**src/rtl/aux_xact_pkg.sv**
```systemverilog
package aux_xact_pkg;
   typedef enum logic [1:0] {K_BAD, K_NAT, K_I2C, K_MOT} req_kind_t;
   localparam logic [1:0] RC_ACK   = 2'd0;
   localparam logic [1:0] RC_NACK  = 2'd1;
   localparam logic [1:0] OP_START = 2'd0;
   localparam logic [1:0] OP_BYTE  = 2'd1;
   localparam logic [1:0] OP_STOP  = 2'd2;
   localparam int CMD_W     = 4;
   localparam int BIT_NAT   = 3;
   localparam int BIT_MOT   = 2;
   localparam int BIT_READ  = 0;
endpackage

```
**src/rtl/aux_cmd_classify.sv**
```systemverilog
module aux_cmd_classify
   import aux_xact_pkg::*;
#(
   parameter int MAX_LEN = 16,
   parameter int LEN_W   = $clog2(MAX_LEN + 1)
) (
   input  logic [CMD_W-1:0] cmd,
   input  logic [LEN_W-1:0] len,
   output req_kind_t        kind,
   output logic             is_read
);
   logic len_ok;
   assign len_ok  = (len != '0) && (len <= LEN_W'(MAX_LEN));
   assign is_read = cmd[BIT_READ];

   always_comb begin
      kind = K_BAD;
      if (len_ok && cmd[1] == 1'b0) begin
         if (cmd[BIT_NAT]) begin
            if (!cmd[BIT_MOT]) kind = K_NAT;
         end else if (cmd[BIT_MOT]) begin
            kind = K_MOT;
         end else begin
            kind = K_I2C;
         end
      end
   end
endmodule

```
**src/rtl/aux_mot_track.sv**
```systemverilog
module aux_mot_track
   import aux_xact_pkg::*;
#(
   parameter int ADDR_W = 20
) (
   input  logic              clk,
   input  logic              rst_n,
   input  logic              set_open,
   input  logic              clr_open,
   input  logic              rec,
   input  logic [ADDR_W-1:0] cur_addr,
   input  logic [CMD_W-1:0]  cur_cmd,
   output logic              bus_open,
   output logic              restart
);
   logic [ADDR_W-1:0] last_addr;
   logic [CMD_W-1:0]  last_cmd;

   always_ff @(posedge clk or negedge rst_n) begin
      if (!rst_n) begin
         bus_open  <= 1'b0;
         last_addr <= '0;
         last_cmd  <= '0;
      end else begin
         if (set_open)      bus_open <= 1'b1;
         else if (clr_open) bus_open <= 1'b0;
         if (rec) begin
            last_addr <= cur_addr;
            last_cmd  <= cur_cmd;
         end
      end
   end

   assign restart = (cur_addr != last_addr) || (cur_cmd != last_cmd);

   a_r7_open_close_excl: assert property (@(posedge clk) disable iff (!rst_n)
      !(set_open && clr_open));
   a_r7_open_follows_set: assert property (@(posedge clk) disable iff (!rst_n)
      set_open |=> bus_open);
endmodule

```
**src/rtl/aux_xfer_buf.sv**
```systemverilog
module aux_xfer_buf #(
   parameter int DEPTH  = 16,
   parameter int DATA_W = 8,
   parameter int IDX_W  = $clog2(DEPTH)
) (
   input  logic                    clk,
   input  logic                    rst_n,
   input  logic                    load,
   input  logic [DEPTH*DATA_W-1:0] load_data,
   input  logic                    wr_en,
   input  logic [IDX_W-1:0]        idx,
   input  logic [DATA_W-1:0]       wr_data,
   output logic [DATA_W-1:0]       rd_data,
   output logic [DEPTH*DATA_W-1:0] all_data
);
   logic [DATA_W-1:0] ent [DEPTH];

   for (genvar g = 0; g < DEPTH; g++) begin : g_ent
      always_ff @(posedge clk or negedge rst_n) begin
         if (!rst_n)                                  ent[g] <= '0;
         else if (load)                               ent[g] <= load_data[g*DATA_W +: DATA_W];
         else if (wr_en && idx == IDX_W'(g))          ent[g] <= wr_data;
      end
      assign all_data[g*DATA_W +: DATA_W] = ent[g];
   end

   assign rd_data = ent[idx];
endmodule

```
**src/rtl/aux_i2c_xact_ctrl.sv**
```systemverilog
module aux_i2c_xact_ctrl
   import aux_xact_pkg::*;
#(
   parameter int ADDR_W   = 20,
   parameter int DATA_W   = 8,
   parameter int MAX_LEN  = 16,
   parameter int DEV_W    = 7,
   localparam int LEN_W   = $clog2(MAX_LEN + 1),
   localparam int IDX_W   = $clog2(MAX_LEN),
   localparam int BUF_W   = MAX_LEN * DATA_W
) (
   input  logic              clk,
   input  logic              rst_n,
   input  logic              req_valid,
   output logic              req_ready,
   input  logic [CMD_W-1:0]  req_cmd,
   input  logic [ADDR_W-1:0] req_addr,
   input  logic [LEN_W-1:0]  req_len,
   input  logic [BUF_W-1:0]  req_wdata,
   output logic              reply_valid,
   output logic [1:0]        reply_code,
   output logic [BUF_W-1:0]  reply_rdata,
   output logic              reg_valid,
   output logic              reg_write,
   output logic [ADDR_W-1:0] reg_addr,
   output logic [DATA_W-1:0] reg_wdata,
   input  logic              reg_done,
   input  logic              reg_err,
   input  logic [DATA_W-1:0] reg_rdata,
   output logic              i2c_op_valid,
   output logic [1:0]        i2c_op,
   output logic [DEV_W-1:0]  i2c_dev_addr,
   output logic              i2c_rd,
   output logic [DATA_W-1:0] i2c_wdata,
   input  logic              i2c_op_done,
   input  logic              i2c_op_nack,
   input  logic [DATA_W-1:0] i2c_rdata
);
   if (MAX_LEN < 2) begin : g_chk_len
      $error("MAX_LEN must be at least 2");
   end
   if (ADDR_W < DEV_W) begin : g_chk_addr
      $error("ADDR_W must cover the I2C address");
   end

   typedef enum logic [2:0] {
      ST_IDLE, ST_ROUTE, ST_NAT, ST_PRESTOP, ST_START, ST_BYTE, ST_POSTSTOP, ST_REPLY
   } state_t;

   state_t            st;
   req_kind_t         kind_in, kind_q;
   logic              rd_in, rd_q;
   logic [CMD_W-1:0]  cmd_q;
   logic [ADDR_W-1:0] addr_q;
   logic [LEN_W-1:0]  len_q;
   logic [IDX_W-1:0]  idx_q;
   logic [1:0]        code_q;
   logic              accept, last_byte, nat_fire, i2c_fire;
   logic              buf_wr, set_open, clr_open, rec, bus_open, restart;
   logic [DATA_W-1:0] buf_byte, buf_wdat;

   aux_cmd_classify #(.MAX_LEN(MAX_LEN), .LEN_W(LEN_W)) i_classify (
      .cmd(req_cmd), .len(req_len), .kind(kind_in), .is_read(rd_in));

   aux_mot_track #(.ADDR_W(ADDR_W)) i_track (
      .clk(clk), .rst_n(rst_n), .set_open(set_open), .clr_open(clr_open),
      .rec(rec), .cur_addr(addr_q), .cur_cmd(cmd_q),
      .bus_open(bus_open), .restart(restart));

   aux_xfer_buf #(.DEPTH(MAX_LEN), .DATA_W(DATA_W), .IDX_W(IDX_W)) i_buf (
      .clk(clk), .rst_n(rst_n), .load(accept), .load_data(req_wdata),
      .wr_en(buf_wr), .idx(idx_q), .wr_data(buf_wdat),
      .rd_data(buf_byte), .all_data(reply_rdata));

   assign req_ready    = (st == ST_IDLE);
   assign accept       = req_valid && req_ready;
   assign reply_valid  = (st == ST_REPLY);
   assign reply_code   = code_q;

   assign reg_valid    = (st == ST_NAT);
   assign reg_write    = !rd_q;
   assign reg_addr     = addr_q + ADDR_W'(idx_q);
   assign reg_wdata    = buf_byte;

   assign i2c_op_valid = (st == ST_PRESTOP) || (st == ST_START) ||
                         (st == ST_BYTE) || (st == ST_POSTSTOP);
   assign i2c_op       = (st == ST_START) ? OP_START :
                         (st == ST_BYTE)  ? OP_BYTE  : OP_STOP;
   assign i2c_dev_addr = addr_q[DEV_W-1:0];
   assign i2c_rd       = rd_q;
   assign i2c_wdata    = buf_byte;

   assign last_byte = (LEN_W'(idx_q) == len_q - LEN_W'(1));
   assign nat_fire  = reg_valid && reg_done;
   assign i2c_fire  = i2c_op_valid && i2c_op_done;
   assign buf_wr    = rd_q && ((nat_fire && !reg_err) ||
                               (st == ST_BYTE && i2c_fire && !i2c_op_nack));
   assign buf_wdat  = (st == ST_NAT) ? reg_rdata : i2c_rdata;
   assign set_open  = (st == ST_START) && i2c_fire && !i2c_op_nack;
   assign clr_open  = ((st == ST_PRESTOP || st == ST_POSTSTOP) && i2c_fire) ||
                      ((st == ST_START) && i2c_fire && i2c_op_nack);
   assign rec       = set_open && (kind_q == K_MOT);

   always_ff @(posedge clk or negedge rst_n) begin
      if (!rst_n) begin
         st     <= ST_IDLE;
         kind_q <= K_BAD;
         rd_q   <= 1'b0;
         cmd_q  <= '0;
         addr_q <= '0;
         len_q  <= '0;
         idx_q  <= '0;
         code_q <= RC_ACK;
      end else begin
         case (st)
            ST_IDLE: if (accept) begin
               kind_q <= kind_in;
               rd_q   <= rd_in;
               cmd_q  <= req_cmd;
               addr_q <= req_addr;
               len_q  <= req_len;
               idx_q  <= '0;
               code_q <= RC_NACK;
               st     <= (kind_in == K_BAD) ? ST_REPLY : ST_ROUTE;
            end
            ST_ROUTE: begin
               case (kind_q)
                  K_NAT:   st <= ST_NAT;
                  K_I2C:   st <= bus_open ? ST_PRESTOP : ST_START;
                  default: st <= !bus_open ? ST_START :
                                 restart   ? ST_PRESTOP : ST_BYTE;
               endcase
            end
            ST_NAT: if (nat_fire) begin
               if (reg_err) begin
                  code_q <= RC_NACK;
                  st     <= ST_REPLY;
               end else if (last_byte) begin
                  code_q <= RC_ACK;
                  st     <= ST_REPLY;
               end else begin
                  idx_q  <= idx_q + IDX_W'(1);
               end
            end
            ST_PRESTOP: if (i2c_fire) st <= ST_START;
            ST_START: if (i2c_fire) begin
               if (i2c_op_nack) begin
                  code_q <= RC_NACK;
                  st     <= (kind_q == K_I2C) ? ST_POSTSTOP : ST_REPLY;
               end else begin
                  st     <= ST_BYTE;
               end
            end
            ST_BYTE: if (i2c_fire) begin
               if (i2c_op_nack) begin
                  code_q <= RC_NACK;
                  st     <= ST_POSTSTOP;
               end else if (last_byte) begin
                  code_q <= RC_ACK;
                  st     <= (kind_q == K_I2C) ? ST_POSTSTOP : ST_REPLY;
               end else begin
                  idx_q  <= idx_q + IDX_W'(1);
               end
            end
            ST_POSTSTOP: if (i2c_fire) st <= ST_REPLY;
            default: st <= ST_IDLE;
         endcase
      end
   end

   a_r1_busy_at_reply: assert property (@(posedge clk) disable iff (!rst_n)
      reply_valid |-> !req_ready);
   a_r1_single_pulse: assert property (@(posedge clk) disable iff (!rst_n)
      reply_valid |=> !reply_valid);
   a_r2_bad_fast_nack: assert property (@(posedge clk) disable iff (!rst_n)
      (accept && kind_in == K_BAD) |=>
         (reply_valid && reply_code == RC_NACK && !reg_valid && !i2c_op_valid));
   a_r3_reg_hold: assert property (@(posedge clk) disable iff (!rst_n)
      (reg_valid && !reg_done) |=> (reg_valid && $stable(reg_addr) && $stable(reg_wdata)));
   a_r5_plain_closed: assert property (@(posedge clk) disable iff (!rst_n)
      (reply_valid && kind_q == K_I2C) |-> !bus_open);
   a_r8_mot_left_open: assert property (@(posedge clk) disable iff (!rst_n)
      (reply_valid && kind_q == K_MOT && reply_code == RC_ACK) |-> bus_open);
   a_r10_i2c_hold: assert property (@(posedge clk) disable iff (!rst_n)
      (i2c_op_valid && !i2c_op_done) |=>
         (i2c_op_valid && $stable(i2c_op) && $stable(i2c_wdata) && $stable(i2c_dev_addr)));
   a_r10_exclusive: assert property (@(posedge clk) disable iff (!rst_n)
      !(reg_valid && i2c_op_valid));
endmodule

```
**config.mk**
```make
export PLATFORM = sky130hd
export DESIGN_NAME = aux_i2c_xact_ctrl
export DESIGN_NICKNAME = d
export VERILOG_FILES = /design/src/rtl/aux_xact_pkg.sv /design/src/rtl/aux_cmd_classify.sv /design/src/rtl/aux_mot_track.sv /design/src/rtl/aux_xfer_buf.sv /design/src/rtl/aux_i2c_xact_ctrl.sv
export SDC_FILE = /design/constraint.sdc
export NUM_CORES = 1
export LEC_CHECK = 0
export BUFFER_PORTS_ARGS = -buffer_cell sky130_fd_sc_hd__buf_2
export CAP_MARGIN = 5
export CORE_UTILIZATION = 40
export CTS_BUF_LIST = sky130_fd_sc_hd__clkbuf_16
export DETAILED_ROUTE_END_ITERATION = 7
export PLACE_DENSITY = 0.62
export SKIP_CTS_REPAIR_TIMING = 1
export SKIP_LAST_GASP = 1
export SYNTH_ARGS = -nofsm -noshare
export SYNTH_HDL_FRONTEND = slang
export SYNTH_HIERARCHICAL = 1
export SYNTH_SLANG_ARGS = --single-unit
```
**constraint.sdc**
```tcl
create_clock -name clk -period 3 [get_ports clk]
set_clock_uncertainty 0.05 [all_clocks]
set_input_delay 0.6 -clock clk [delete_from_list [all_inputs] [get_ports clk]]
set_output_delay 0.6 -clock clk [all_outputs]
set_load 0.05 [all_outputs]
```
Yosys cells after proc, flatten, opt, wreduce, memory -nomap -nowiden
Index checks and enable logic that the tools add are counted.

cells by class
  $add $sub $neg = 3
  $mul = 0
  divide/modulo/power cells = 0
  $lt $le $gt $ge = 2
  eq/ne operators = 39
  shift operators = 0
  multiplexer cells = 78
  bitwise operators = 2
  reductions and logical operators = 67

operators with widths
  cell                                                             count
  8-bit 2-to-1 mux                                                 35
  3-bit 2-to-1 mux                                                 14
  2-bit nonzero test                                               17
  8-bit binary-select mux with 4-bit select                        1
  4-bit == test, second input constant                             8
  1-bit logical AND                                                30
  2-bit 2-to-1 mux                                                 13
  4-bit 2-to-1 mux                                                 6
  3-bit one-hot mux with 7 select lines                            1
  20-bit by 4-bit adder with 20-bit output                         1
  20-bit != test                                                   1
  4-bit by 3-bit == test with 1-bit output, second input constant  4
  2-bit != test, second input constant                             7
  3-bit == test, second input constant                             4
  4-bit one-hot mux with 3 select lines                            1
  6-bit AND reduction                                              2
  4-bit by 2-bit == test with 1-bit output, second input constant  2
  2-bit one-hot mux with 4 select lines                            1
  8-bit AND reduction                                              1
  1-bit logical OR                                                 7
  3-bit by 2-bit == test with 1-bit output, second input constant  2
  3-bit one-hot mux with 2 select lines                            1
  4-bit by 5-bit == test with 1-bit output                         1
  5-bit greater-or-equal comparator, second input constant         1
  22 further kinds                                                 30

word-level totals
  flip-flop bits (word level) = 194
  bits in latches = 0
  memory bits (writable) = 0
  memory bits (read-only) = 0
  output and inout bits = 181
  word-level logic and storage cells = 218
  memories kept = 0

Longest topological paths before layout
Gate-level depths: netlist (run 1).

  depth in word-level cells = 12
  gate-level depth with buffers = 11
  depth with buffers taken out = 8

Cells and area by module
The synthesis (run 1) kept the hierarchy.

modules (own cells, without submodules)
  module             times used  cells an instance  area an instance (um^2)  seq. area each (um^2)
  aux_xfer_buf       1           828                7337.0                   3203.1
  aux_i2c_xact_ctrl  1           297                2755.1                   1026.0
  aux_mot_track      1           86                 1193.6                   625.6
  aux_cmd_classify   1           6                  47.5                     0.0

Worst setup path before layout (run 1)
Ideal clock, no wire load.

  kind = reg-to-output
  start = register idx_q[0]
  end = output port reg_addr[18]
  arrival time = 2.577 ns
  required time = 2.350 ns
  slack = -0.227 ns
  cell stages (with the launch flop) = 9
  path through = dfrtp_1 > ha_1 > inv_1 > fa_1 > inv_1 > a21o_1 > a21oi_1 > nor4b_1 > xor2_1

on the way
  word-level cells in the longest chain between the ends = 1

RTL lines
  element                                   RTL line                  text
  start, declared                           aux_i2c_xact_ctrl.sv:56   logic [IDX_W-1:0] idx_q;
  start signal, assigned                    aux_i2c_xact_ctrl.sv:142  idx_q <= idx_q + IDX_W'(1);
  start signal, assigned                    aux_i2c_xact_ctrl.sv:162  idx_q <= idx_q + IDX_W'(1);
  20-bit by 4-bit adder with 20-bit output  aux_i2c_xact_ctrl.sv:82   assign reg_addr = addr_q + ADDR_W'(idx_q);
  end, declared                             aux_i2c_xact_ctrl.sv:25   output logic [ADDR_W-1:0] reg_addr,

Every way passes these cells.

Final worst setup path (run 1)
  start = register idx_q[0]
  end = output port reg_wdata[0]

on the way
  word-level cells in the longest chain between the ends = 4

RTL lines
  element                                              RTL line                 text
  4-bit NOT with 5-bit output (implied by the code)    aux_xfer_buf.sv:27       assign rd_data = ent[idx];
  8-bit binary-select mux with 4-bit select            aux_xfer_buf.sv:27
  8-bit 2-to-1 mux (implied by the code) (2 in a row)  aux_xfer_buf.sv:27
  end, declared                                        aux_i2c_xact_ctrl.sv:26  output logic [DATA_W-1:0] reg_wdata,

Every way passes these cells. The select of a mux whose other input is x is not followed.

==> impl_table.tex, run 1 <==
\begin{tabular}{lr}
\hline
Metric & Value \\
\hline
\multicolumn{2}{l}{\textbf{Detailed routing}} \\
Routed via count divided by cell count & 6.00 \\
Met3 Wirelength & around 3800 um \\
Count of antenna-violating nets left after detailed routing & 0 \\
Drt total wl & 43900 um \\
Met2 wire length & approximately 20000 um \\
Post-detailed-route DRC marker count & 0 \\
Detailed-router iteration count before antenna repair & 6 \\
Starting DRT DRC Count & $\sim$1300 \\
Routed length per placed instance & $\sim$23 um \\
Routed vias & 11423 \\
Top layer used by detailed routing & met5 \\
Wire length on met1 & $\sim$18000 um \\
\multicolumn{2}{l}{\textbf{Synth}} \\
Cell area after technology mapping & roughly 11000 um2 \\
Post-synth cell types & 59 \\
Synth Flop Type & sky130\_fd\_sc\_hd\_\_dfrtp\_1 \\
Number of storage elements in the synthesis netlist & approximately 190 \\
EDFF count, synth & 0 \\
Cell type with the highest aggregate area in the netlist & sky130\_fd\_sc\_hd\_\_dfrtp\_1 \\
Portion of synthesized cell area occupied by the leading cell type & 0.428 \\
Synth top area cells & sky130\_fd\_sc\_hd\_\_dfrtp\_1 43\%, sky130\_fd\_sc\_hd\_\_a31oi\_1 7.1\%, sky130\_fd\_sc\_hd\_\_o21ai\_0 6.1\% \\
Mapped Nets & 1407 \\
Average cell area after synthesis & $\sim$9.3 um2 \\
Warnings, synthesis & 6 \\
Cells after Synth & 1217 \\
Fraction of registers with async set or reset after synthesis & 1.00 \\
Sequential area share after synthesis & 0.428 \\
\multicolumn{2}{l}{\textbf{Timing}} \\
Final WS setup & -0.126 ns \\
Unrepaired setup endpoints after global routing & true \\
Count of pins over their slew limit & 0 \\
Worst slew margin relative to its limit & 0.441 \\
Total count of hold-check failures in the final report & 0 \\
Final critical-path required period & roughly 3.1 ns \\
Transition time of the tightest slew-check pin & $\sim$0.84 ns \\
Final cycle utilization of the critical path & 1.04 \\
Number of failing setup endpoints in the final timing report & 25 \\
Fmax & roughly 320 MHz \\
\multicolumn{2}{l}{\textbf{Global routing}} \\
Antenna violations before repair & 5 \\
Number of global-route vias before repair & about 11000 \\
Total gr overflow & 0 \\
GRT Overall Usage & 0.294 \\
Largest net degree at the start of global routing & 91 \\
First-pass GRT wire length & between 60000 and 70000 um \\
\multicolumn{2}{l}{\textbf{Finish}} \\
Net count reported at finish & 1701 \\
Filler cells & about 2600 \\
Share of final-layout standard cells stronger than drive strength 1 & 0.363 \\
Post-route non-filler standard cell count & roughly 1900 \\
Post-synthesis to final-layout area growth & 26.6\% \\
\multicolumn{2}{l}{\textbf{Die}} \\
Num ports & $\sim$360 \\
Number of core rows & 61 \\
Y dimension of the die & 170 um \\
Die area & around 29000 um2 \\
Effective utilization at floorplan & 0.407 \\
Die width & $\sim$170 um \\
Core Footprint & 27900 um2 \\
\multicolumn{2}{l}{\textbf{Placement}} \\
Final Wtd Congestion & 0.867 \\
Detailed placer's ending HPWL & 29400 um \\
Pre-CTS worst setup slack & roughly 0.0053 ns \\
Inst Count DP & 1865 \\
Count of port buffers added during placement & 360 \\
\multicolumn{2}{l}{\textbf{Setup path}} \\
Critical path's slowest cell & sky130\_fd\_sc\_hd\_\_mux4\_1 \\
Worst-case register-to-register setup slack & $\sim$0.37 ns \\
Setup crit end kind & output pin \\
Critical register-to-register path startpoint & st[0] \\
Maximum fanout along the worst path & 23 \\
Worst r2r path cells & 9 \\
Worst EP required & about 2.4 ns \\
Worst Path Arrival & around 2.5 ns \\
Crit path cell chain & buf\_16, mux4\_1, a22oi\_2, nand2\_1, buf\_2 \\
WS Path Type & flip-flop to output pin \\
RR Endpoint & i\_buf/all\_data[111] \\
Startpoint types & flip-flop \\
Worst stage delay on the critical path & 0.64 ns \\
\multicolumn{2}{l}{\textbf{Clock tree}} \\
CTS tree & done \\
CTS root buffer & sky130\_fd\_sc\_hd\_\_clkbuf\_16 \\
Clock Tree Buf Depth & 2 \\
Clk slew on worst S/H paths & 0.09 ns \\
Number of clock buffers inserted by TritonCTS & 17 \\
TritonCTS Sinks & 194 \\
\# H-tree levels & 4 \\
Latest clock arrival within the worst-skew pair & between 0.4 and 0.5 ns \\
\multicolumn{2}{l}{\textbf{Power}} \\
Lkg Pwr & between 6 and 7 nW \\
Total power density per cell area & between 1000 and 1500 nW/um2 \\
Peak supply drop & about 0.83 mV \\
\multicolumn{2}{l}{\textbf{Worst hold path}} \\
Hold/Removal Path Class & input pin to async pin \\
\multicolumn{2}{l}{\textbf{Status}} \\
Violations in the final reports & setup timing \\
Outcome & finished, violations left \\
\multicolumn{2}{l}{\textbf{Run}} \\
Max-cap check violation count & 0 \\
\hline
\end{tabular}
[where the power goes]
group / internal (W) / switching [W] / total (W)
registers: 0.00384 / 0.00127 / 0.00511
clock network: 0.00114 / 0.00126 / 0.00240
logic: 0.00343 / 0.00867 / 0.0121
total: 0.00841 / 0.0112 / 0.0196
[routing by layer]
metal | track usage | vias up
met4 | 0.118 | 4
met5 | 0 | -
li1 | - | 4988
met3 | 0.0535 | 106
met2 | 0.467 | 721
met1 | 0.396 | 5604
[synth_stat cells, types with 6 or more instances]
library cell and count:
sky130_fd_sc_hd__nor3_1 14, sky130_fd_sc_hd__nand4_1 8, sky130_fd_sc_hd__clkbuf_1 84, sky130_fd_sc_hd__ha_1 9
sky130_fd_sc_hd__xnor2_1 27, sky130_fd_sc_hd__buf_6 8, sky130_fd_sc_hd__nand2_1 50, sky130_fd_sc_hd__inv_1 20
sky130_fd_sc_hd__nand3_1 136, sky130_fd_sc_hd__buf_2 33, sky130_fd_sc_hd__buf_4 16, sky130_fd_sc_hd__mux4_1 21
sky130_fd_sc_hd__xor2_1 26, sky130_fd_sc_hd__a31oi_1 129, sky130_fd_sc_hd__a21oi_1 7, sky130_fd_sc_hd__mux4_2 11
sky130_fd_sc_hd__dfrtp_1 194, sky130_fd_sc_hd__nor2_1 140, sky130_fd_sc_hd__a22oi_1 16, sky130_fd_sc_hd__o21ai_1 7
sky130_fd_sc_hd__o21ai_0 138, sky130_fd_sc_hd__mux2_2 50, sky130_fd_sc_hd__nor4_1 6
[worst max-delay path, delay by kind of cell (launching register included)]
kind | cells | cell delay (ns)
AO/OA/AOI/OAI | 1 | 0.29
multiplexers | 1 | 0.64
buffers and inverters | 2 | 0.48
AND/OR/NAND/NOR | 1 | 0.16
flip-flops | 1 | 0.44
[cells by family after synthesis]
family                     after synthesis  share of synthesized area
AOI/OAI and AO/OA                      315                      0.162
xor gates and xnor gates                53                     0.0410
adders and majority gates               10                     0.0117
buffers and inverters                  165                     0.0690
DFF                                    194                      0.428
muxes                                   85                      0.123
and+or+nand+nor                        395                      0.165
[cell usage in the layout, fill, tap and decap left out, types with 15 or more instances in the layout]
master and n:
sky130_fd_sc_hd__a31oi_1 129, sky130_fd_sc_hd__buf_2 344, sky130_fd_sc_hd__buf_4 56, sky130_fd_sc_hd__clkbuf_16 18, sky130_fd_sc_hd__dfrtp_1 190, sky130_fd_sc_hd__inv_1 17
sky130_fd_sc_hd__mux2_2 50, sky130_fd_sc_hd__mux4_1 17, sky130_fd_sc_hd__mux4_2 15, sky130_fd_sc_hd__nand2_1 50, sky130_fd_sc_hd__nand3_1 136, sky130_fd_sc_hd__nor2_1 139
sky130_fd_sc_hd__o21ai_0 138, sky130_fd_sc_hd__xnor2_1 26, sky130_fd_sc_hd__xor2_1 20
[worst max-delay path by stage]
stage,slack [ns],end,from
6_report,-0.13,reg_wdata[0],idx_q[0]
5_1_grt,-0.24,reg_addr[6],idx_q[0]
4_1_cts,-0.48,reg_addr[18],idx_q[0]
3_5_place_dp,0.005,reg_addr[18],idx_q[0]
3_3_place_gp,-0.001,reg_addr[8],idx_q[0]
2_1_floorplan,-0.07,reg_addr[18],idx_q[0]
[layout make-up]
cell class	count	area [um2]	area share
clock inverter	15	185	0.0129
antenna	3	7.51	0.000523
clock buffer	17	425	0.0297
timing repair buffer	419	2450	0.171
multi-input combinational	858	5860	0.409
inverter	21	83.8	0.00584
sequential	194	4860	0.339
tap	378	473	0.0330
[state kept, by name, indices dropped and copies added (netlist names), 2 cells and up]
| signal | flops |
|---|---|
| addr_q | 20 |
| cmd_q | 4 |
| i_buf/all_data | 128 |
| i_track/last_addr | 20 |
| i_track/last_cmd | 4 |
| idx_q | 4 |
| kind_q | 2 |
| len_q | 5 |
| reply_code | 2 |
| st | 3 |
[through the flow]
step	cell area [um2]	util	setup TNS, ns	hold slack, ns	total power (W)
after floorplan	11400	-	-0.0714	0.254	0.0136
after global placement	13500	0.486	-0.00107	0.443	0.0167
after detailed placement	13500	0.486	0	0.451	0.0169
after CTS	14100	0.507	-7.01	0.0589	0.0193
after global routing	14300	0.515	-4.50	0.0698	0.0204
final	14300	0.515	-1.77	0.0583	0.0196
Note: power is estimated with default switching activity, not from simulation.
==> run 2: changes to the inputs <==
--- a/config.mk
+++ b/config.mk
@@ -9,2 +9,3 @@
 export CAP_MARGIN = 5
+export CORE_MARGIN = 2
 export CORE_UTILIZATION = 40
@@ -15,2 +16,3 @@
 export SKIP_LAST_GASP = 1
+export SLEW_MARGIN = 20
 export SYNTH_ARGS = -nofsm -noshare
==> constraint.sdc (replaced) <==
create_clock -name clk -period 3 [get_ports clk]
set_clock_uncertainty 0.05 [all_clocks]
set_input_delay 0.45 -clock clk [delete_from_list [all_inputs] [get_ports clk]]
set_output_delay 0.45 -clock clk [all_outputs]
set_load 0.05 [all_outputs]
==> impl_table.tex, run 2 (synthesis results as in run 1) <==
\begin{tabular}{lr}
\hline
Metric & Value \\
\hline
\multicolumn{2}{l}{\textbf{Status}} \\
Outcome & finished, violations left (unchanged) \\
Violations in the final reports & hold timing, setup timing (was setup timing) \\
\multicolumn{2}{l}{\textbf{Detailed routing}} \\
Routed vias & 11322 (was 11423) \\
Post-detailed-route DRC marker count & 0 (unchanged) \\
Routed via count divided by cell count & 5.98 (was 6.00) \\
Count of antenna-violating nets left after detailed routing & 0 (unchanged) \\
Detailed-router iteration count before antenna repair & 5 (was 6) \\
Routed length per placed instance & 22.7 um (was 23.1 um) \\
Drt total wl & 42900 um (was 43900 um) \\
Starting DRT DRC Count & 1012 (was 1279) \\
\multicolumn{2}{l}{\textbf{Power}} \\
Peak supply drop & 0.782 mV (was 0.832 mV) \\
Overall power consumption & 0.0195 W (was 0.0196 W) \\
Total power density per cell area & 1370 nW/um2 (about the same) \\
Lkg Pwr & 6.13 nW (was 6.19 nW) \\
\multicolumn{2}{l}{\textbf{Clock tree}} \\
\# H-tree levels & 4 (unchanged) \\
TritonCTS Sinks & 194 (unchanged) \\
Number of clock buffers inserted by TritonCTS & 17 (unchanged) \\
Latest clock arrival within the worst-skew pair & 0.44 ns (was 0.45 ns) \\
CTS tree & done (unchanged) \\
Clock Tree Buf Depth & 2 (unchanged) \\
CTS root buffer & sky130\_fd\_sc\_hd\_\_clkbuf\_16 (unchanged) \\
Clk slew on worst S/H paths & 0.09 ns (about the same) \\
\multicolumn{2}{l}{\textbf{Timing}} \\
Number of failing setup endpoints in the final timing report & 2 (was 25) \\
Worst slew margin relative to its limit & 0.462 (was 0.441) \\
Count of pins over their slew limit & 0 (unchanged) \\
Final critical-path required period & 3.02 ns (was 3.13 ns) \\
Transition time of the tightest slew-check pin & 0.806 ns (was 0.839 ns) \\
Total count of hold-check failures in the final report & 3 (was 0) \\
Final WS setup & -0.0165 ns (was -0.126 ns) \\
Final cycle utilization of the critical path & 1.01 (was 1.04) \\
Unrepaired setup endpoints after global routing & true (unchanged) \\
Fmax & 332 MHz (was 320 MHz) \\
Final hold slack & -0.00938 ns (was 0.0583 ns) \\
\multicolumn{2}{l}{\textbf{Setup path}} \\
Worst Path Arrival & 2.52 ns (was 2.48 ns) \\
Startpoint of the worst setup timing path & idx\_q[0] (unchanged) \\
Startpoint types & flip-flop (unchanged) \\
RR Endpoint & i\_buf/all\_data[11] (was i\_buf/all\_data[111]) \\
WS Path Type & flip-flop to output pin (unchanged) \\
Worst stage delay on the critical path & 0.64 ns (about the same) \\
Crit path cell chain & buf\_16, mux4\_1, a22oi\_1, nand2\_1, buf\_2 (was buf\_16, mux4\_1, a22oi\_2, nand2\_1, buf\_2) \\
Setup crit end kind & output pin (unchanged) \\
Worst-case register-to-register setup slack & 0.35 ns (was 0.37 ns) \\
Count of cell instances traversed by the critical path & 5 (unchanged) \\
Maximum fanout along the worst path & 23 (unchanged) \\
Worst EP required & 2.50 ns (was 2.35 ns) \\
Worst r2r path cells & 9 (unchanged) \\
Critical register-to-register path startpoint & st[1] (was st[0]) \\
CP Buf/Inv Count & 2 (unchanged) \\
Critical path's slowest cell & sky130\_fd\_sc\_hd\_\_mux4\_1 (unchanged) \\
Worst path top cell family by delay & multiplexers (unchanged) \\
Worst Setup EP & reg\_wdata[2] (was reg\_wdata[0]) \\
\multicolumn{2}{l}{\textbf{Placement}} \\
Count of port buffers added during placement & 360 (unchanged) \\
Final Wtd Congestion & 0.922 (was 0.867) \\
Inst Count DP & 1859 (was 1865) \\
Detailed placer's ending HPWL & 29200 um (was 29400 um) \\
Pre-CTS worst setup slack & 0.289 ns (was 0.00530 ns) \\
\multicolumn{2}{l}{\textbf{Die}} \\
Die area & 29700 um2 (was 29000 um2) \\
Core Footprint & 27900 um2 (unchanged) \\
Effective utilization at floorplan & 0.407 (unchanged) \\
Y dimension of the die & 172 um (was 170 um) \\
Num ports & 361 (unchanged) \\
Number of core rows & 61 (unchanged) \\
Die width & 172 um (was 170 um) \\
\multicolumn{2}{l}{\textbf{Global routing}} \\
First-pass GRT wire length & 62100 um (was 63700 um) \\
Number of global-route vias before repair & 10450 (was 10688) \\
Largest net degree at the start of global routing & 101 (was 91) \\
GRT Overall Usage & 0.278 (was 0.294) \\
Antenna violations before repair & 0 (was 5) \\
Total gr overflow & 0 (unchanged) \\
\multicolumn{2}{l}{\textbf{Finish}} \\
Post-route non-filler standard cell count & 1894 (was 1905) \\
Post-synthesis to final-layout area growth & 25.3\% (was 26.6\%) \\
Share of final-layout standard cells stronger than drive strength 1 & 0.350 (was 0.363) \\
Max reg flops & 128 (unchanged) \\
Net count reported at finish & 1693 (was 1701) \\
Highest-count cells in the layout ignoring fill and taps & 348 x sky130\_fd\_sc\_hd\_\_buf\_2, 192 x sky130\_fd\_sc\_hd\_\_dfrtp\_1, 138 x sky130\_fd\_sc\_hd\_\_nor2\_1, 138 x sky130\_fd\_sc\_hd\_\_o21ai\_0, 136 x sky130\_fd\_sc\_hd\_\_nand3\_1 (was 344 x sky130\_fd\_sc\_hd\_\_buf\_2, 190 x sky130\_fd\_sc\_hd\_\_dfrtp\_1, 139 x sky130\_fd\_sc\_hd\_\_nor2\_1) \\
Leading cell type in the layout, fill and taps excluded & sky130\_fd\_sc\_hd\_\_buf\_2 (unchanged) \\
Diode count & 0 (was 3) \\
End-of-flow core utilization & 0.510 (was 0.515) \\
\multicolumn{2}{l}{\textbf{Run}} \\
Max-cap check violation count & 0 (unchanged) \\
\multicolumn{2}{l}{\textbf{Worst hold path}} \\
Hold/Removal Path Class & input pin to async pin (unchanged) \\
\hline
\end{tabular}
==> run 2: cell count changes in the layout (fill, tap and decap cells not counted), moves of 4 or more <==
cell / previous run / this run
sky130_fd_sc_hd__buf_2: 344 / 348
sky130_fd_sc_hd__inv_6: 2 / 6
sky130_fd_sc_hd__xor2_2: 6 / 1
sky130_fd_sc_hd__xor2_1: 20 / 25
sky130_fd_sc_hd__mux4_2: 15 / 11
sky130_fd_sc_hd__buf_4: 56 / 49
sky130_fd_sc_hd__mux4_1: 17 / 21
==> run 2: through the flow <==
step,instance area [um2],TNS (ns)
floorplan,11300,0
global placement,13400,0
detailed placement,13400,0
CTS,14000,-1.64
global route,14200,-0.186
finish,14200,-0.0288
==> run 2: per-layer routing <==
layer / wire length [um] / vias up / global-route usage
met3: 3780 / 109 / 0.0604
met2: 19900 / 698 / 0.436
met1: 17600 / 5535 / 0.376
met5: 0 / - / 0
met4: 1620 / 0 / 0.114
li1: - / 4980 / -
==> run 2: layout make-up <==
| cell class | count | area [um2] |
|---|---|---|
| timing repair buffer | 411 | 2360 |
| multi-input combinational | 858 | 5820 |
| clock inverter | 15 | 190 |
| clock buffer | 17 | 425 |
| sequential | 194 | 4860 |
| fill | 2623 | 13700 |
| inverter | 21 | 83.8 |
| tap | 378 | 473 |
==> run 2: worst min-delay path by stage <==
stage                              from       endpoint  slack (ns)
after detailed placement  reply_code[0]  reply_code[0]        0.44
final                             rst_n     addr_q[14]      -0.009
after global routing              rst_n     addr_q[14]        0.04
after CTS                         rst_n     addr_q[13]        0.04
after global placement    reply_code[0]  reply_code[0]        0.44
after floorplan                   rst_n      addr_q[0]        0.10
==> run 2: power by group <==
part           switching (W)  internal (W)  total (W)
clock network        0.00121       0.00121    0.00242
logic                0.00859       0.00335     0.0119
registers            0.00127       0.00384    0.00511
==> run 2: worst register-to-register path, delay by kind of cell, from the launching register on <==
kind,cells,cell delay (ns)
and+or+nand+nor,3,0.88
DFF,1,0.56
buffers and inverters,3,0.60
AOI/OAI and AO/OA,3,0.42
==> run 3: changes to the inputs <==
- CORE_MARGIN: 2 -> 1
==> impl_table.tex, run 3 (synthesis results as in run 1) <==
\begin{tabular}{lr}
\hline
Metric & Value \\
\hline
\multicolumn{2}{l}{\textbf{Detailed routing}} \\
Count of antenna-violating nets left after detailed routing & 0 (unchanged) \\
Starting DRT DRC Count & 1190 (was 1012) \\
Routed length per placed instance & 22.6 um (was 22.7 um) \\
Routed vias & 11380 (was 11322) \\
Post-detailed-route DRC marker count & 0 (unchanged) \\
Routed via count divided by cell count & 6.00 (was 5.98) \\
Drt total wl & 42900 um (about the same) \\
Detailed-router iteration count before antenna repair & 5 (unchanged) \\
\multicolumn{2}{l}{\textbf{Clock tree}} \\
\# H-tree levels & 4 (unchanged) \\
Clk slew on worst S/H paths & 0.08 ns (was 0.09 ns) \\
Latest clock arrival within the worst-skew pair & 0.44 ns (about the same) \\
CTS root buffer & sky130\_fd\_sc\_hd\_\_clkbuf\_16 (unchanged) \\
TritonCTS Sinks & 194 (unchanged) \\
Clock Tree Buf Depth & 2 (unchanged) \\
CTS tree & done (unchanged) \\
Number of clock buffers inserted by TritonCTS & 17 (unchanged) \\
\multicolumn{2}{l}{\textbf{Power}} \\
Peak supply drop & 0.795 mV (was 0.782 mV) \\
Overall power consumption & 0.0194 W (was 0.0195 W) \\
Lkg Pwr & 6.11 nW (was 6.13 nW) \\
Total power density per cell area & 1370 nW/um2 (about the same) \\
\multicolumn{2}{l}{\textbf{Finish}} \\
Net count reported at finish & 1694 (was 1693) \\
Post-synthesis to final-layout area growth & 25.6\% (was 25.3\%) \\
Highest-count cells in the layout ignoring fill and taps & 341 x sky130\_fd\_sc\_hd\_\_buf\_2, 192 x sky130\_fd\_sc\_hd\_\_dfrtp\_1, 139 x sky130\_fd\_sc\_hd\_\_nor2\_1 (was 348 x sky130\_fd\_sc\_hd\_\_buf\_2, 192 x sky130\_fd\_sc\_hd\_\_dfrtp\_1, 138 x sky130\_fd\_sc\_hd\_\_nor2\_1, 138 x sky130\_fd\_sc\_hd\_\_o21ai\_0, 136 x sky130\_fd\_sc\_hd\_\_nand3\_1) \\
Leading cell type in the layout, fill and taps excluded & sky130\_fd\_sc\_hd\_\_buf\_2 (unchanged) \\
Share of final-layout standard cells stronger than drive strength 1 & 0.352 (was 0.350) \\
Filler cells & 2572 (was 2623) \\
Final standard cell area without fillers & 14200 um2 (about the same) \\
Post-route non-filler standard cell count & 1896 (was 1894) \\
Max reg flops & 128 (unchanged) \\
\multicolumn{2}{l}{\textbf{Placement}} \\
Cell area after placement & 13400 um2 (about the same) \\
Detailed placer's ending HPWL & 29000 um (was 29200 um) \\
Final Wtd Congestion & 0.898 (was 0.922) \\
Count of port buffers added during placement & 360 (unchanged) \\
Inst Count DP & 1857 (was 1859) \\
\multicolumn{2}{l}{\textbf{Timing}} \\
Transition time of the tightest slew-check pin & 0.802 ns (was 0.806 ns) \\
Final cycle utilization of the critical path & 0.990 (was 1.01) \\
Unrepaired setup endpoints after global routing & true (unchanged) \\
Worst slew margin relative to its limit & 0.463 (was 0.462) \\
Fmax & 337 MHz (was 332 MHz) \\
Total count of hold-check failures in the final report & 22 (was 3) \\
Number of failing setup endpoints in the final timing report & 0 (was 2) \\
Count of pins over their slew limit & 0 (unchanged) \\
Final-layout setup total negative slack & 0 ns (was -0.0288 ns) \\
Final hold slack & -0.0354 ns (was -0.00938 ns) \\
Final critical-path required period & 2.97 ns (was 3.02 ns) \\
\multicolumn{2}{l}{\textbf{Run}} \\
Max-cap check violation count & 0 (unchanged) \\
\multicolumn{2}{l}{\textbf{Die}} \\
Core Footprint & 27900 um2 (unchanged) \\
Die area & 29000 um2 (was 29700 um2) \\
Number of core rows & 61 (unchanged) \\
Y dimension of the die & 170 um (was 172 um) \\
Num ports & 361 (unchanged) \\
Effective utilization at floorplan & 0.407 (unchanged) \\
Die width & 170 um (was 172 um) \\
\multicolumn{2}{l}{\textbf{Setup path}} \\
Maximum fanout along the worst path & 12 (was 23) \\
Worst EP required & 2.50 ns (about the same) \\
Worst Path Arrival & 2.47 ns (was 2.52 ns) \\
WS Path Type & flip-flop to output pin (unchanged) \\
Setup crit end kind & output pin (unchanged) \\
Startpoint types & flip-flop (unchanged) \\
\multicolumn{2}{l}{\textbf{Status}} \\
Violations in the final reports & hold timing (was hold timing, setup timing) \\
Outcome & finished, violations left (unchanged) \\
\multicolumn{2}{l}{\textbf{Global routing}} \\
Largest net degree at the start of global routing & 70 (was 101) \\
GRT Overall Usage & 0.284 (was 0.278) \\
First-pass GRT wire length & 61900 um (was 62100 um) \\
Antenna violations before repair & 2 (was 0) \\
Total gr overflow & 0 (unchanged) \\
Number of global-route vias before repair & 10474 (was 10450) \\
\multicolumn{2}{l}{\textbf{Worst hold path}} \\
Hold/Removal Path Class & input pin to async pin (unchanged) \\
\hline
\end{tabular}
[run 3: changes by cell type in the layout (fill, tap and decap cells not counted), sizes merged]
cell / before / now
clkbuf: 21 / 26
clkinv: 7 / 6
diode: 0 / 2
buf: 407 / 403
clkinvlp: 0 / 2
inv: 28 / 27
bufinv: 1 / 0
[run 3: where the power goes]
group / total, W / leakage, nW / internal [W] / switching, W
clock network: 0.00229 / 0.275 / 0.00111 / 0.00119
registers: 0.00514 / 2.28 / 0.00384 / 0.00130
logic: 0.0120 / 3.55 / 0.00343 / 0.00857
total: 0.0194 / 6.11 / 0.00838 / 0.0110
[run 3: layout make-up]
| class | count | area, um2 | share of cell area |
|---|---|---|---|
| clock buffer | 17 | 425 | 0.0299 |
| inverter | 21 | 83.8 | 0.00589 |
| tap | 378 | 473 | 0.0332 |
| antenna | 2 | 5.00 | 0.000352 |
| clock inverter | 14 | 146 | 0.0103 |
| multi-input combinational | 858 | 5810 | 0.408 |
| timing repair buffer | 412 | 2430 | 0.171 |
| sequential | 194 | 4860 | 0.341 |
[run 3: worst max-delay path, stage by stage, from the launching register on]
cell                      delay [ns]
sky130_fd_sc_hd__dfrtp_2        0.44
sky130_fd_sc_hd__buf_12         0.12
sky130_fd_sc_hd__buf_16         0.15
sky130_fd_sc_hd__mux4_1         0.65
sky130_fd_sc_hd__a22oi_2        0.27
sky130_fd_sc_hd__nand2_1        0.15
sky130_fd_sc_hd__buf_2          0.24
[run 3: metrics by stage]
step | setup slack, ns | hold slack (ns) | utilization
6_report | 0.0298 | -0.0354 | 0.511
5_1_grt | -0.0685 | 0.0107 | 0.511
4_1_cts | -0.207 | -0.00523 | 0.503
2_1_floorplan | 0.0208 | 0.104 | -
3_3_place_gp | 0.318 | 0.459 | 0.482
3_5_place_dp | 0.287 | 0.467 | 0.482
[run 3: final timing paths]
kind / depth (start not counted) / start / slack (ns) / to
max reg2reg: 9 / st[1] / 0.45 / i_buf/all_data[0]
min reg2reg: 2 / reply_code[0] / 0.48 / reply_code[0]
max: 6 / idx_q[0] / 0.03 / reg_wdata[0]
max in group asynchronous: 2 / rst_n / 2.10 / i_buf/all_data[94]
min: 1 / rst_n / -0.04 / reply_code[0]
min in group clk: 3 / req_addr[12] / 0.16 / addr_q[12]
[run 3: per-layer routing]
layer | GRT usage | vias to the layer above | wire length [um]
li1 | - | 4992 | -
met1 | 0.385 | 5565 | 17700
met2 | 0.454 | 732 | 20400
met3 | 0.0488 | 91 | 3700
met4 | 0.109 | 0 | 1160
met5 | 0 | - | 0
